[config.mk]
export PLATFORM = sky130hd
export DESIGN_NAME = pdac_host_port
export DESIGN_NICKNAME = d
export VERILOG_FILES = /design/src/rtl/pdac_pkg.sv /design/src/rtl/pdac_sync.sv /design/src/rtl/pdac_chan.sv /design/src/rtl/pdac_host_port.sv
export SDC_FILE = /design/constraint.sdc
export NUM_CORES = 1
export LEC_CHECK = 0
export ABC_CLOCK_PERIOD_IN_PS = 1850
export BUFFER_PORTS_ARGS = -buffer_cell sky130_fd_sc_hd__buf_2
export CAP_MARGIN = 40
export CORE_MARGIN = 2
export CORE_UTILIZATION = 40
export CTS_CLUSTER_SIZE = 30
export DETAILED_ROUTE_END_ITERATION = 8
export RECOVER_POWER = 25
export SLEW_MARGIN = 25
export SYNTH_ARGS = -nofsm -noshare
export SYNTH_HDL_FRONTEND = slang
export SYNTH_SLANG_ARGS = --single-unit
export TNS_END_PERCENT = 30
[constraint.sdc]
create_clock -name clk -period 1.85 [get_ports clk]
set_input_delay 0.0925 -clock clk [delete_from_list [all_inputs] [get_ports clk]]
set_output_delay 0.0925 -clock clk [all_outputs]
set_load 0.005 [all_outputs]
[src/rtl/pdac_pkg.sv]
package pdac_pkg;
  localparam int PDAC_NCH = 2;
  typedef enum logic { CH_A = 1'b0, CH_B = 1'b1 } pdac_ch_e;
endpackage

[src/rtl/pdac_sync.sv]
module pdac_sync #(
  parameter int W = 8,
  parameter int STAGES = 2,
  parameter logic [W-1:0] INIT = '0
) (
  input  logic         clk,
  input  logic         rst,
  input  logic [W-1:0] d,
  output logic [W-1:0] q
);
  logic [W-1:0] st [STAGES];

  for (genvar i = 0; i < STAGES; i++) begin : g_stage
    always_ff @(posedge clk) begin
      if (rst) st[i] <= INIT;
      else if (i == 0) st[i] <= d;
      else st[i] <= st[(i == 0) ? 0 : i-1];
    end
  end

  assign q = st[STAGES-1];
endmodule

[src/rtl/pdac_chan.sv]
module pdac_chan #(
  parameter int W = 12
) (
  input  logic         clk,
  input  logic         rst,
  input  logic         clr,
  input  logic         lat_wr,
  input  logic [W-1:0] lat_d,
  input  logic         wr_through,
  input  logic         bulk_ld,
  input  logic         rd_copy,
  output logic [W-1:0] dac_q
);
  logic [W-1:0] stage_q;

  // staging latch: readback copy and host write never coincide
  always_ff @(posedge clk) begin
    if (rst || clr) stage_q <= '0;
    else if (rd_copy) stage_q <= dac_q;
    else if (lat_wr) stage_q <= lat_d;
  end

  // DAC register: a write-through of the new word beats a bulk load
  always_ff @(posedge clk) begin
    if (rst || clr) dac_q <= '0;
    else if (wr_through) dac_q <= lat_d;
    else if (bulk_ld) dac_q <= stage_q;
  end

  assert property (@(posedge clk) disable iff (rst)
    clr |=> (dac_q == '0))
    else $error("assert_clear_zero_R7");
endmodule

[src/rtl/pdac_host_port.sv]
module pdac_host_port #(
  parameter int DW = 12,
  parameter int SYNC_STAGES = 2
) (
  input  logic          clk,
  input  logic          rst,
  input  logic          cs_n,
  input  logic          rw,
  input  logic          ab_sel,
  input  logic          ldac_n,
  input  logic          clr_n,
  input  logic [DW-1:0] data_in,
  output logic [DW-1:0] data_out,
  output logic          data_oe,
  output logic [DW-1:0] code_a,
  output logic [DW-1:0] code_b
);
  import pdac_pkg::*;

  localparam int PW = DW + 5;
  localparam logic [PW-1:0] PIN_IDLE = {1'b1, 1'b0, 1'b0, 1'b1, 1'b1, {DW{1'b0}}};

  logic [PW-1:0] pin_raw, pin_s;
  logic          cs_s, rw_s, sel_s, ldac_s, clr_s;
  logic [DW-1:0] din_s;

  assign pin_raw = {cs_n, rw, ab_sel, ldac_n, clr_n, data_in};

  pdac_sync #(.W(PW), .STAGES(SYNC_STAGES), .INIT(PIN_IDLE)) u_sync (
    .clk(clk), .rst(rst), .d(pin_raw), .q(pin_s)
  );

  assign {cs_s, rw_s, sel_s, ldac_s, clr_s, din_s} = pin_s;

  // edge history and the bus state held from the last low strobe cycle
  logic          cs_d, ldac_d, hold_rw, hold_sel;
  logic [DW-1:0] hold_d;

  always_ff @(posedge clk) begin
    if (rst) begin
      cs_d     <= 1'b1;
      ldac_d   <= 1'b1;
      hold_rw  <= 1'b1;
      hold_sel <= CH_A;
      hold_d   <= '0;
    end else begin
      cs_d   <= cs_s;
      ldac_d <= ldac_s;
      if (!cs_s) begin
        hold_rw  <= rw_s;
        hold_sel <= sel_s;
        hold_d   <= din_s;
      end
    end
  end

  logic cs_rise, wr_stb, ldac_fall, rd_now;
  assign cs_rise   = cs_s & ~cs_d;
  assign wr_stb    = cs_rise & ~hold_rw;
  assign ldac_fall = ~ldac_s & ldac_d;
  assign rd_now    = ~cs_s & rw_s;

  logic [DW-1:0] dac_q [PDAC_NCH];

  for (genvar c = 0; c < PDAC_NCH; c++) begin : g_ch
    logic hit_wr;
    assign hit_wr = wr_stb && (hold_sel == 1'(c));
    pdac_chan #(.W(DW)) u_chan (
      .clk(clk),
      .rst(rst),
      .clr(~clr_s),
      .lat_wr(hit_wr),
      .lat_d(hold_d),
      .wr_through(hit_wr && !ldac_s),
      .bulk_ld(ldac_fall),
      .rd_copy(rd_now && (sel_s == 1'(c))),
      .dac_q(dac_q[c])
    );
  end

  always_ff @(posedge clk) begin
    if (rst) begin
      data_out <= '0;
      data_oe  <= 1'b0;
    end else begin
      data_out <= rd_now ? dac_q[sel_s] : '0;
      data_oe  <= rd_now;
    end
  end

  assign code_a = dac_q[CH_A];
  assign code_b = dac_q[CH_B];

  assert property (@(posedge clk) disable iff (rst)
    (!cs_s && !ldac_fall && clr_s) |=> ($stable(code_a) && $stable(code_b)))
    else $error("assert_cs_low_holds_R3");

  assert property (@(posedge clk) disable iff (rst)
    (wr_stb && ldac_s && !ldac_fall && clr_s) |=> ($stable(code_a) && $stable(code_b)))
    else $error("assert_strobe_mode_hold_R4");

  assert property (@(posedge clk) disable iff (rst)
    (wr_stb && !hold_sel && !ldac_fall && clr_s) |=> $stable(code_b))
    else $error("assert_channel_isolation_R2");

  assert property (@(posedge clk) disable iff (rst)
    (rd_now && clr_s) |=> (data_out == (sel_s ? code_b : code_a)))
    else $error("assert_readback_match_R5");

  assert property (@(posedge clk) disable iff (rst)
    cs_rise |=> !data_oe)
    else $error("assert_oe_release_R6");

  assert property (@(posedge clk) disable iff (rst)
    (!clr_s && cs_rise) |=> (code_a == '0 && code_b == '0))
    else $error("assert_clear_beats_write_R8");
endmodule

==> results_dict.tcl <==
set metrics [dict create \
    total_power_mw 4.18 \
    num_vias 3449 \
    numCtsBuffers 9 \
    path_class "register to register" \
    die_h_um 109 \
    synth_largest_area_cell "dfxtp_1" \
    worstPathRequired_ns 2.13 \
    clk_latency_ns 0.37 \
    crit_path_end_kind "register" \
    fin_tns_setup_ns 0 \
    fp.dieW_um 109 \
    period_needed_ns 1.65 \
    dieArea_mm2 0.0118 \
    yosys.area.top_type_share_pct 50.7 \
    grt_max_degree 39 \
    tightestPinTransition_ns 0.499 \
    ios 56 \
    grt_pass1_wl_um 16000 \
    ys_types 27 \
    start_kind "register" \
    drc 0 \
    cts.clk_slew.worst_paths_ns 0.11 \
    cts_tree "done" \
    max_cap_violations 0 \
    syn-num-nets 498 \
    yosys_warnings 0 \
    grt_pass1_vias 3165 \
    layout_common_cells "dfxtp_1 (111), buf_2 (54), nand2_1 (49)" \
    setup_viol 0 \
    finClkSkew_ns 0.0140 \
    initial_core_util_pct 40.8 \
    nNetsFinal 554 \
    final_antenna_net_count 0 \
    cts_max_path_buffers 2 \
    track_usage_pct 17.5 \
    synth_area_leaders "dfxtp_1 (51%), mux2i_1 (8.9%), nor2b_1 (5.6%)" \
    maxSlewHeadroom_pct 66.8 \
    core_area_mm2 0.0107 \
    portBuffers 55 \
    area_delta_synth_final_pct 17.4 \
    seq_area_frac_synth_pct 50.7 \
    htreeDepth 3 \
    drv_slew 0 \
    p_int_mw 3.20 \
    antenna_found_initial 0 \
    power_frac_comb_pct 5.9 \
    outcome "complete, no violations" \
    postCtsHoldBufs 17 \
    grt_overflow 0 \
    rows 38 \
    pwr-share-clk_pct 34.7 \
    ys_seq_elements 111 \
    drive_gt1_share_pct 17.8 \
    power_density_mw_per_mm2 812 \
    cts_setup_buffers 0 \
    cts_resized 0 \
    clkSinkCount 111 \
    drtIter0Drc 230 \
    rsz0062_at_grt "no" \
    vias_per_cell 5.07 \
    synthArstFlopShare_pct 0 \
    antenna_cells 0 \
    cp_cell_sequence "or4b_1 > buf_4 > mux2i_1 > a211oi_1" \
    sw_frac_of_total_pct 23.5 \
    vdd_drop_max_v 0.000467 \
    final_common_cell "dfxtp_1" \
    fin_crit_sh_pct 89.1 \
    achievable-frequency_ghz 0.607 \
    cpMaxStageDelayCell "or4b_1" \
    wl_um 9790 \
    globalplace.congestion 0.771 \
    hold_viol 0 \
    synth-main-ff-cell "dfxtp_1" \
    switchingPower_mw 0.981 \
    detail_route.wl_per_cell_um 14.4 \
    dr.pass1.iters 4 \
    cp_max_fo 24 \
    p_leak_nw 2.17 \
    hold_path.class "input pin to register" \
    synth_area_mm2 0.00439 \
    worstPathArrival_ns 1.93 \
    synth_area_per_cell_um2 9.16 \
    synth_enable_flop_cells 0 \
    cpPeakStageDelay_ns 0.53 \
    clockRootBuffer "clkbuf_8" \
    dp_hpwl_um 6220 \
    p_seq_share_pct 59.4 \
    syn_inst 479 \
]
Yosys cell counts, drive strengths merged, types with 2 or more instances:
cell / number
a21oi: 11
a211oi: 14
or2: 9
nand2: 49
and2: 10
a31oi: 34
nor2b: 39
nor2: 25
dfxtp: 111
buf: 12
inv: 2
and3b: 10
mux2i: 39
o21ai: 48
nor3: 14
nand2b: 16
clkbuf: 30
routing by layer:
layer | routed length, um | share of wire, % | global-route usage (%)
met1 | 4610 | 47 | 24.1
met2 | 4540 | 46 | 27.1
met5 | 0 | 0 | 0
met3 | 580 | 5.9 | 4.12
met4 | 55 | 0.56 | 5.68
per-stage QoR:
stage	cells	area, um^2	worst slack [ns]	hold slack [ns]	utilization (%)
final	680	5150	0.201	0.0418	47.9
after global routing	680	5150	0.0793	0.0285	47.9
after CTS	680	5150	0.199	0.0335	47.9
after detailed placement	647	4780	0.216	0.278	44.5
after global placement	647	4780	0.277	0.274	44.5
after floorplan	479	4390	0.298	0.196	-
flip-flops by register name (all words and copies together), names as in the netlist:
signal / flops
u_sync.st: 34
hold_d: 12
data_oe: 1
cs_d: 1
g_ch.u_chan.dac_q: 24
hold_sel: 1
ldac_d: 1
data_out: 12
hold_rw: 1
g_ch.u_chan.stage_q: 24
worst max-delay path: cells and delay by family (launching register included):
family | cells | cell delay (ns)
compound gates | 1 | 0.24
buf+inv | 1 | 0.25
flops | 1 | 0.38
mux | 1 | 0.15
simple gates | 1 | 0.53
kinds of logic after synthesis:
kind of cell / after synthesis / share of synthesized area (%)
AND/OR/NAND/NOR: 178 / 22.2
flip-flops: 111 / 50.7
AO/OA/AOI/OAI: 107 / 14.0
buffers and inverters: 44 / 4.28
multiplexers: 39 / 8.90
path summary, 6_finish.rpt:
path                                     from                                    to  slack [ns]  depth (start not counted)
setup / recovery        hold_sel$_SDFFE_PP0N_  g_ch[0].u_chan.dac_q[4]$_SDFFE_PP0P_        0.20                          4
hold / removal                            rst           u_sync.st[0][12]$_SDFF_PP1_        0.04                          2
setup reg to reg        hold_sel$_SDFFE_PP0N_  g_ch[0].u_chan.dac_q[4]$_SDFFE_PP0P_        0.20                          4
hold reg to reg   u_sync.st[0][16]$_SDFF_PP1_           u_sync.st[1][16]$_SDFF_PP1_        0.42                          1
power groups by stage:
stage | combinational (mW) | sequential [mW] | clock (mW)
after floorplan | 0.151 | 2.53 | 0
after detailed placement | 0.223 | 2.54 | 0
after global routing | 0.277 | 2.49 | 1.61
final | 0.248 | 2.48 | 1.45
after global placement | 0.216 | 2.54 | 0
after CTS | 0.250 | 2.48 | 1.50
final cells by class:
type / instances / area (um^2)
fill: 1044 / 5600
clock buffer: 9 / 124
timing repair buffer: 87 / 569
sequential: 111 / 2220
clock inverter: 7 / 73.8
tap: 140 / 175
inverter: 2 / 7.51
multi-input combinational: 324 / 1980
No activity file was read; power rests on OpenSTA's default activity.
